==> config.mk <==
export PLATFORM = sky130hd
export DESIGN_NAME = mdio_cmd_ctrl
export DESIGN_NICKNAME = d
export VERILOG_FILES = /design/src/rtl/mdio_cmd_pkg.sv /design/src/rtl/mdio_clk_div.sv /design/src/rtl/mdio_frame_eng.sv /design/src/rtl/mdio_cmd_regs.sv /design/src/rtl/mdio_cmd_ctrl.sv
export SDC_FILE = /design/constraint.sdc
export NUM_CORES = 1
export LEC_CHECK = 0
export ABC_AREA = 1
export CAP_MARGIN = 30
export CORE_ASPECT_RATIO = 1.1
export CORE_MARGIN = 2
export CORE_UTILIZATION = 45
export CTS_CLUSTER_SIZE = 24
export DETAILED_ROUTE_END_ITERATION = 6
export HOLD_SLACK_MARGIN = 0.08
export PLACE_DENSITY = 0.68
export SLEW_MARGIN = 10
export SYNTH_ARGS = -nofsm -noshare
export SYNTH_HDL_FRONTEND = slang
export SYNTH_HIERARCHICAL = 1
export SYNTH_SLANG_ARGS = --single-unit
export TNS_END_PERCENT = 5
==> constraint.sdc <==
create_clock -name clk -period 1.5 [get_ports clk]
set_input_delay 0.3 -clock clk [delete_from_list [all_inputs] [get_ports clk]]
set_output_delay 0.3 -clock clk [all_outputs]
set_load 0.01 [all_outputs]
==> src/rtl/mdio_cmd_pkg.sv <==
package mdio_cmd_pkg;
  localparam int REG_W      = 32;
  localparam int FRAME_BITS = 64;
  localparam int CNT_W      = $clog2(FRAME_BITS);
  localparam int TA_FIRST   = 46;
  localparam int DATA_FIRST = 48;

  // command word layout
  localparam int CMD_PHY_LSB  = 0;
  localparam int CMD_REG_LSB  = 8;
  localparam int CMD_WR_BIT   = 13;
  localparam int CMD_RD_BIT   = 14;
  localparam int CMD_DATA_LSB = 16;

  // status word layout
  localparam int ST_WDONE    = 0;
  localparam int ST_RRDY     = 1;
  localparam int ST_BUSY     = 2;
  localparam int ST_DATA_LSB = 16;

  localparam logic [1:0] OP_WR = 2'b01;
  localparam logic [1:0] OP_RD = 2'b10;

  typedef struct packed {
    logic        rd;
    logic [4:0]  phy;
    logic [4:0]  regn;
    logic [15:0] data;
  } mdio_req_t;
endpackage

==> src/rtl/mdio_clk_div.sv <==
module mdio_clk_div #(
  parameter int DIV_HALF = 4
) (
  input  logic clk,
  input  logic rst,
  input  logic run,
  output logic mdc,
  output logic tick_rise,
  output logic tick_fall
);
  localparam int CW = (DIV_HALF > 1) ? $clog2(DIV_HALF) : 1;
  localparam logic [CW-1:0] LAST = CW'(DIV_HALF - 1);

  logic [CW-1:0] cnt;
  logic          wrap;

  always_comb begin
    wrap      = run && (cnt == LAST);
    tick_rise = wrap && !mdc;
    tick_fall = wrap && mdc;
  end

  always_ff @(posedge clk) begin
    if (rst || !run) begin
      cnt <= '0;
      mdc <= 1'b0;
    end else if (wrap) begin
      cnt <= '0;
      mdc <= ~mdc;
    end else begin
      cnt <= cnt + 1'b1;
    end
  end
endmodule

==> src/rtl/mdio_frame_eng.sv <==
module mdio_frame_eng
  import mdio_cmd_pkg::*;
(
  input  logic             clk,
  input  logic             rst,
  input  logic             start,
  input  mdio_req_t        req,
  input  logic             tick_rise,
  input  logic             tick_fall,
  input  logic             mdio_i,
  output logic             busy,
  output logic             rd_op,
  output logic [CNT_W-1:0] bit_cnt,
  output logic             mdio_o,
  output logic             mdio_oe,
  output logic             fin,
  output logic [15:0]      rx_word
);
  localparam logic [CNT_W-1:0] LAST_BIT = CNT_W'(FRAME_BITS - 1);
  localparam logic [CNT_W-1:0] TA_IDX   = CNT_W'(TA_FIRST);
  localparam logic [CNT_W-1:0] DAT_IDX  = CNT_W'(DATA_FIRST);

  logic [FRAME_BITS-1:0] sh;
  logic [FRAME_BITS-1:0] frame;
  logic [CNT_W-1:0]      nxt_cnt;

  always_comb begin
    frame = {{32{1'b1}}, 2'b01, (req.rd ? OP_RD : OP_WR), req.phy, req.regn,
             (req.rd ? 2'b11 : 2'b10), req.data};
    fin     = busy && tick_fall && (bit_cnt == LAST_BIT);
    nxt_cnt = bit_cnt + 1'b1;
  end

  always_ff @(posedge clk) begin
    if (rst) begin
      busy    <= 1'b0;
      rd_op   <= 1'b0;
      bit_cnt <= '0;
      sh      <= '0;
      mdio_o  <= 1'b1;
      mdio_oe <= 1'b0;
      rx_word <= '0;
    end else if (!busy) begin
      if (start) begin
        busy    <= 1'b1;
        rd_op   <= req.rd;
        bit_cnt <= '0;
        sh      <= frame;
        mdio_o  <= frame[FRAME_BITS-1];
        mdio_oe <= 1'b1;
      end
    end else begin
      if (tick_rise && rd_op && (bit_cnt >= DAT_IDX))
        rx_word <= {rx_word[14:0], mdio_i};
      if (fin) begin
        busy    <= 1'b0;
        mdio_o  <= 1'b1;
        mdio_oe <= 1'b0;
      end else if (tick_fall) begin
        bit_cnt <= nxt_cnt;
        sh      <= {sh[FRAME_BITS-2:0], 1'b0};
        mdio_o  <= sh[FRAME_BITS-2];
        mdio_oe <= !(rd_op && (nxt_cnt >= TA_IDX));
      end
    end
  end
endmodule

==> src/rtl/mdio_cmd_regs.sv <==
module mdio_cmd_regs
  import mdio_cmd_pkg::*;
#(
  parameter int ADDR_W = 1
) (
  input  logic              clk,
  input  logic              rst,
  input  logic              reg_wr,
  input  logic              reg_rd,
  input  logic [ADDR_W-1:0] reg_addr,
  input  logic [REG_W-1:0]  reg_wdata,
  output logic [REG_W-1:0]  reg_rdata,
  input  logic              busy,
  input  logic              rd_op,
  input  logic              fin,
  input  logic [15:0]       rx_word,
  output logic              acc_wr,
  output logic              acc_rd,
  output mdio_req_t         req,
  output logic              flag_wr,
  output logic              flag_rd
);
  localparam logic [ADDR_W-1:0] IDX_CMD  = ADDR_W'(0);
  localparam logic [ADDR_W-1:0] IDX_STAT = ADDR_W'(1);

  logic [REG_W-1:0] cmd_q;
  logic [15:0]      rd_data_q;
  logic             cmd_wr_idle;
  logic [REG_W-1:0] status;

  always_comb begin
    cmd_wr_idle = reg_wr && (reg_addr == IDX_CMD) && !busy;
    acc_rd      = cmd_wr_idle && reg_wdata[CMD_RD_BIT];
    acc_wr      = cmd_wr_idle && reg_wdata[CMD_WR_BIT] && !reg_wdata[CMD_RD_BIT];
    req.rd      = reg_wdata[CMD_RD_BIT];
    req.phy     = reg_wdata[CMD_PHY_LSB +: 5];
    req.regn    = reg_wdata[CMD_REG_LSB +: 5];
    req.data    = reg_wdata[CMD_DATA_LSB +: 16];
    status                   = '0;
    status[ST_WDONE]         = flag_wr;
    status[ST_RRDY]          = flag_rd;
    status[ST_BUSY]          = busy;
    status[ST_DATA_LSB +: 16] = rd_data_q;
  end

  always_ff @(posedge clk) begin
    if (rst) begin
      cmd_q     <= '0;
      rd_data_q <= '0;
      flag_wr   <= 1'b0;
      flag_rd   <= 1'b0;
      reg_rdata <= '0;
    end else begin
      if (cmd_wr_idle) cmd_q <= reg_wdata;
      if (acc_wr) flag_wr <= 1'b0;
      else if (fin && !rd_op) flag_wr <= 1'b1;
      if (acc_rd) flag_rd <= 1'b0;
      else if (fin && rd_op) flag_rd <= 1'b1;
      if (fin && rd_op) rd_data_q <= rx_word;
      if (reg_rd) begin
        if (reg_addr == IDX_CMD)       reg_rdata <= cmd_q;
        else if (reg_addr == IDX_STAT) reg_rdata <= status;
        else                           reg_rdata <= '0;
      end
    end
  end
endmodule

==> src/rtl/mdio_cmd_ctrl.sv <==
module mdio_cmd_ctrl
  import mdio_cmd_pkg::*;
#(
  parameter int ADDR_W   = 1,
  parameter int DIV_HALF = 4
) (
  input  logic              clk,
  input  logic              rst,
  input  logic              reg_wr,
  input  logic              reg_rd,
  input  logic [ADDR_W-1:0] reg_addr,
  input  logic [31:0]       reg_wdata,
  output logic [31:0]       reg_rdata,
  output logic              mdc,
  output logic              mdio_o,
  output logic              mdio_oe,
  input  logic              mdio_i
);
  logic             eng_busy, eng_rd_op, eng_fin;
  logic [CNT_W-1:0] eng_bit_cnt;
  logic [15:0]      eng_rx;
  logic             tick_rise, tick_fall;
  logic             acc_wr, acc_rd, flag_wr, flag_rd;
  mdio_req_t        req;

  mdio_cmd_regs #(.ADDR_W(ADDR_W)) u_regs (
    .clk(clk), .rst(rst), .reg_wr(reg_wr), .reg_rd(reg_rd),
    .reg_addr(reg_addr), .reg_wdata(reg_wdata), .reg_rdata(reg_rdata),
    .busy(eng_busy), .rd_op(eng_rd_op), .fin(eng_fin), .rx_word(eng_rx),
    .acc_wr(acc_wr), .acc_rd(acc_rd), .req(req),
    .flag_wr(flag_wr), .flag_rd(flag_rd)
  );

  mdio_clk_div #(.DIV_HALF(DIV_HALF)) u_div (
    .clk(clk), .rst(rst), .run(eng_busy), .mdc(mdc),
    .tick_rise(tick_rise), .tick_fall(tick_fall)
  );

  mdio_frame_eng u_eng (
    .clk(clk), .rst(rst), .start(acc_wr || acc_rd), .req(req),
    .tick_rise(tick_rise), .tick_fall(tick_fall), .mdio_i(mdio_i),
    .busy(eng_busy), .rd_op(eng_rd_op), .bit_cnt(eng_bit_cnt),
    .mdio_o(mdio_o), .mdio_oe(mdio_oe), .fin(eng_fin), .rx_word(eng_rx)
  );
endmodule

# Yosys cells after proc, flatten, opt, wreduce, memory -nomap -nowiden
# Index checks and enable logic that the tools add are counted.
[classes]
reduce_logical = 30
eq_ne = 5
n_bitwise = 3
muxes = 21
order_cmp = 2
add_sub_neg = 2
[op_table]
columns = ["op", "count"]
rows = [
  ["63-bit 2-to-1 mux", 4],
  ["32-bit 2-to-1 mux", 1],
  ["6-bit 2-to-1 mux", 4],
  ["1-bit logical AND", 15],
  ["6-bit >= comparator (second input constant)", 2],
  ["1-bit 2-to-1 mux", 11],
  ["6-bit by 1-bit adder with 6-bit output (second input constant)", 1],
  ["6-bit == test (second input constant)", 1],
  ["2-bit AND reduction", 3],
  ["2-bit OR reduction", 3],
  ["1-bit logical NOT", 5],
  ["3-bit by 2-bit inequality test with 1-bit output (second input constant)", 1],
  ["1-bit inverter", 3],
  ["3-bit AND reduction", 1],
  ["2-bit by 1-bit adder with 2-bit output (second input constant)", 1],
  ["2-bit == test (second input constant)", 1],
  ["1-bit logical OR", 2],
  ["2-bit 2-to-1 mux", 1],
  ["2-bit by 1-bit inequality test with 1-bit output (second input constant)", 1],
  ["2-bit inequality test (second input constant)", 1],
  ["2-bit nonzero test", 1],
]
[word_totals]
elab_cells = 77
regBits = 174
out_inout_bits = 35

# Logic depth before layout (Yosys ltp)
# Gate-level depths: netlist (run 1).
[depth]
word_depth = 8
mapped_depth = 10

# Modules after synthesis
# Netlist (run 1), hierarchy kept.
[modules_own_cells]
columns = ["module", "cells_per_inst", "n_inst", "area_per_inst_um2"]
rows = [
  ["mdio_cmd_regs", 477, 1, 3484.6],
  ["mdio_frame_eng", 450, 1, 3464.6],
  ["mdio_clk_div", 18, 1, 127.6],
  ["mdio_cmd_ctrl", 3, 1, 11.3],
]

# Worst setup path after synthesis (run 1)
# Ideal clock, no wire load.
[synth_path]
path_type = "reg-to-reg"
from = "reg u_eng.bit_cnt[0]"
to = "reg u_regs.rd_data_q[10]"
path_slack_ps = -93
required_time_ps = 1436
path_stages_with_launch = 11
arrival_time_ps = 1528
path_cell_list = "dfxtp_1 -> ha_1 -> nand2_1 -> nor2_2 -> nand2_2 -> nor2_1 -> nand2_1 -> inv_2 -> buf_2 -> nor2_1 -> nor2_1"
[synth_via]
elab_chain_len = 3
[synth_rtl]
columns = ["item", "line", "rtl"]
rows = [
  ["start: declaration", "mdio_frame_eng.sv:13", "output logic [CNT_W-1:0] bit_cnt,"],
  ["start signal: assignment", "mdio_frame_eng.sv:60", "bit_cnt <= nxt_cnt;"],
  ["6-bit == test", "mdio_frame_eng.sv:30", "fin = busy && tick_fall && (bit_cnt == LAST_BIT);"],
  ["1-bit logical AND", "mdio_frame_eng.sv:30", ""],
  ["named net eng_fin", "mdio_cmd_ctrl.sv:19", "logic eng_busy, eng_rd_op, eng_fin;"],
  ["1-bit logical AND", "mdio_cmd_regs.sv:59", "if (fin && rd_op) rd_data_q <= rx_word;"],
  ["end signal: assignment", "mdio_cmd_regs.sv:59", ""],
  ["end: declaration", "mdio_cmd_regs.sv:27", "logic [15:0] rd_data_q;"],
]
# The timed path passes the listed nets, and every way through them passes these cells.
# A chain may end at the register's enable or synchronous reset.

# Worst setup path after layout (run 1)
[layout_path]
from = "reg u_eng.busy"
to = "reg u_eng.sh[43]"
[layout_via]
elab_chain_len = 7
[layout_rtl]
columns = ["item", "line", "rtl"]
rows = [
  ["start: declaration", "mdio_frame_eng.sv:11", "output logic busy,"],
  ["start signal: assignment", "mdio_frame_eng.sv:36", "busy <= 1'b0;"],
  ["start signal: assignment", "mdio_frame_eng.sv:45", "busy <= 1'b1;"],
  ["start signal: assignment", "mdio_frame_eng.sv:56", "busy <= 1'b0;"],
  ["1-bit logical NOT", "n/a", ""],
  ["1-bit logical AND", "mdio_cmd_regs.sv:32", "cmd_wr_idle = reg_wr && (reg_addr == IDX_CMD) && !busy;"],
  ["1-bit logical AND (2 in series)", "mdio_cmd_regs.sv:34", "acc_wr = cmd_wr_idle && reg_wdata[CMD_WR_BIT] && !reg_wdata[CMD_RD_BIT];"],
  ["named net acc_wr", "mdio_cmd_ctrl.sv:23", "logic acc_wr, acc_rd, flag_wr, flag_rd;"],
  ["1-bit logical OR", "mdio_cmd_ctrl.sv:40", ".clk(clk), .rst(rst), .start(acc_wr || acc_rd), .req(req),"],
  ["2-bit nonzero test (no line)", "n/a", ""],
  ["3-bit AND reduction (no line)", "n/a", ""],
  ["end signal: assignment", "mdio_frame_eng.sv:48", "sh <= frame;"],
  ["end signal: assignment", "mdio_frame_eng.sv:61", "sh <= {sh[FRAME_BITS-2:0], 1'b0};"],
  ["end: declaration", "mdio_frame_eng.sv:23", "logic [FRAME_BITS-1:0] sh;"],
]
# The timed path passes the listed nets, and every way through them passes these cells.

==> metrics, run 1 <==
status finished with violations; failing checks negative setup slack; clock skew 11.1 ps; CTS tree done; share of the yosys chip area belonging to registers 49.1%; Die W 124 microns; CTS H-tree lvls 4; highest routed layer met4; Hold WS 379 ps; total core area 0.0156 sq mm; Syn Inst Count 948; utilization after layout 58.0%; Power Total 10.4 mW; vias in the first global route 5596; routed via count 6314; vias per cell 5.12; post-synthesis cell type count 26; Max IR drop VDD 0.000842 V; crit path max fanout 8; PortBufs 72; Pwr Density 1160 mW/mm^2; Clock Sink Count 174; Cell Area, Placed 0.00811 sq mm; Crit path required time 1860 ps; final period utilization 112%; Post-Layout Inst Area 0.00902 sq mm; commonest non-fill, non-tap cell in the layout nand2_1; area grow syn2layout 27.2%; Critical Path Sink Type flip-flop; commonest cells after routing, fill and taps aside nand2_1, dfxtp_1, nor2_1; Post-Layout Cell Count 1234; total gr overflow 0; share of post-route cells with drive strength above 1 15.7%; DR WL met3 880 microns; P_leak 3.87 nW; router iterations before antenna repair 5; Post-synth EDFFs 0; Residual DRC 0; met2 wire length 8010 microns; Post-Syn Area 0.00709 sq mm; synth warn 6; Ports 73; Post-Place Cells 1189; Syn Area/Cell 7.48 sq um; Iteration-0 DRC Markers 590; largest net degree at the start of global routing 57; Post-DRT Antenna Nets 0; syn_nets 989; Post-Route Setup TNS -5990 ps; DIE AREA 0.0168 sq mm; clock root cell clkbuf_16; Post-synth top flop dfxtp_1; worst path arrival time 2040 ps; ys async rst share 0%; clock latency on the worst-skew pair 430 ps; worst setup margin -177 ps; total track usage 20.4%; Setup crit start kind flip-flop; slew margin rel. 68.3%; worst hold path type input pin to flip-flop; Final Wtd Congestion 0.786; die height 136 microns; drt total wl 17200 microns; Worst-path clk slew 60 ps; Highest Clock Rate 596 MHz; Core Rows 48; antenna cell count 0; max-slew violation count 0; Worst Max-Slew Pin Slew 475 ps; first-pass GRT wire length 26900 microns; Final Hold Vio Count 0; CTS Buffer Depth 2; Wirelength per Cell 13.9 microns; CTS buffer count 17; M1 WL 7930 microns; flops & latches, synth 174; HPWL after detailed placement 11200 microns; number of max-cap violations 0; Place WS -528 ps; Starting Density 45.6%; RSZ-0062 raised after global routing yes; Final setup violation count 72; initial antenna violation count 0; # nets final 1062; WS Path Type flip-flop to flip-flop; Tmin final 1680 ps
layer usage:
layer,vias to the layer above,GRT usage [%]
li1,3193,-
met1,2901,27.9
met2,194,31.6
met3,26,4.00
met4,0,7.83
met5,-,0
cells in the mapped netlist (3+ instances only):
cell      count  area (sq um)
buf_4        34           255
buf_6         8          90.1
inv_1        57           214
nor2_1      156           586
a31oi_1      25           156
dfxtp_1     174          3480
inv_2         5          18.8
clkbuf_1     22          82.6
o21ai_1      35           175
a211oi_2      3          37.5
a21oi_1      79           395
nand2_4       3          33.8
nand3_1      57           285
o21ai_0      75           375
nand2_1     178           668
buf_2        24           120
ha_1          3          37.5
worst max-delay path: stages, from the launching register on:
cell and delay [ps]:
dfxtp_4 360, buf_12 120, nor2_4 110, nand4_1 140, inv_1 80, inv_1 40, nand2_1 70, nand2_2 100
nand2_8 130, buf_6 140, buf_4 130, inv_4 70, a21oi_2 120
kinds of logic after synthesis:
family                   Yosys count  synth area share [%]
adder cells (fa/ha/maj)            3                 0.530
AND/OR/NAND/NOR                  400                  22.9
flip-flops                       174                  49.1
AO/OA/AOI/OAI                    219                  16.3
buffers and inverters            152                  11.1
cell type report:
class | instances | area [sq um]
Timing Repair inverter | 1 | 6.26
Sequential cell | 174 | 3490
Fill cell | 1396 | 6540
Clock inverter | 10 | 110
Clock buffer | 22 | 474
Inverter | 63 | 254
Multi-Input combinational cell | 622 | 3030
Timing Repair Buffer | 142 | 1400
Tap cell | 200 | 250
timing repair:
| action | in CTS | in global routing |
|---|---|---|
| pin swaps | 4 | 27 |
| endpoints found under the setup margin | 137 | 111 |
| resized for setup | 51 | 72 |
| gates cloned | 1 | 1 |
| hold buffers | 0 | 0 |
| buffers inserted | 0 | 11 |
| endpoints found under the hold margin | 0 | 0 |
state kept, by name, indices dropped and copies added, names as in the netlist:
register          count
u_eng/rx_word        16
u_regs/reg_rdata     32
u_regs/rd_data_q     16
u_eng/mdio_o          1
u_regs/cmd_q         32
u_eng/busy            1
u_eng/rd_op           1
u_div/mdc             1
u_eng/bit_cnt         6
u_div/cnt             2
u_regs/flag_rd        1
u_regs/flag_wr        1
u_eng/mdio_oe         1
u_eng/sh             63
worst paths after layout:
kind | start | slack, ps | cells past startpoint | to
worst max-delay path | u_eng/busy | -180 | 12 | u_eng/sh[43]
worst max register to register | u_eng/busy | -180 | 12 | u_eng/sh[43]
worst min-delay path | rst | 380 | 5 | u_regs/reg_rdata[22]
worst min register to register | u_div/cnt[0] | 440 | 1 | u_div/cnt[0]
power breakdown:
part	internal [mW]	switching, mW	leakage [nW]	total [mW]
sequential	4.85	0.113	1.42	4.96
clock	2.58	1.77	0.290	4.34
combinational	0.488	0.625	2.16	1.11
No activity file was read; power rests on OpenSTA's default activity.
==> run 2: changes to the inputs <==
HOLD_SLACK_MARGIN = 0.12   (was 0.08)
==> results of run 2 <==
Same layout as run 1: the final DEF is identical, and so are final timing and power.
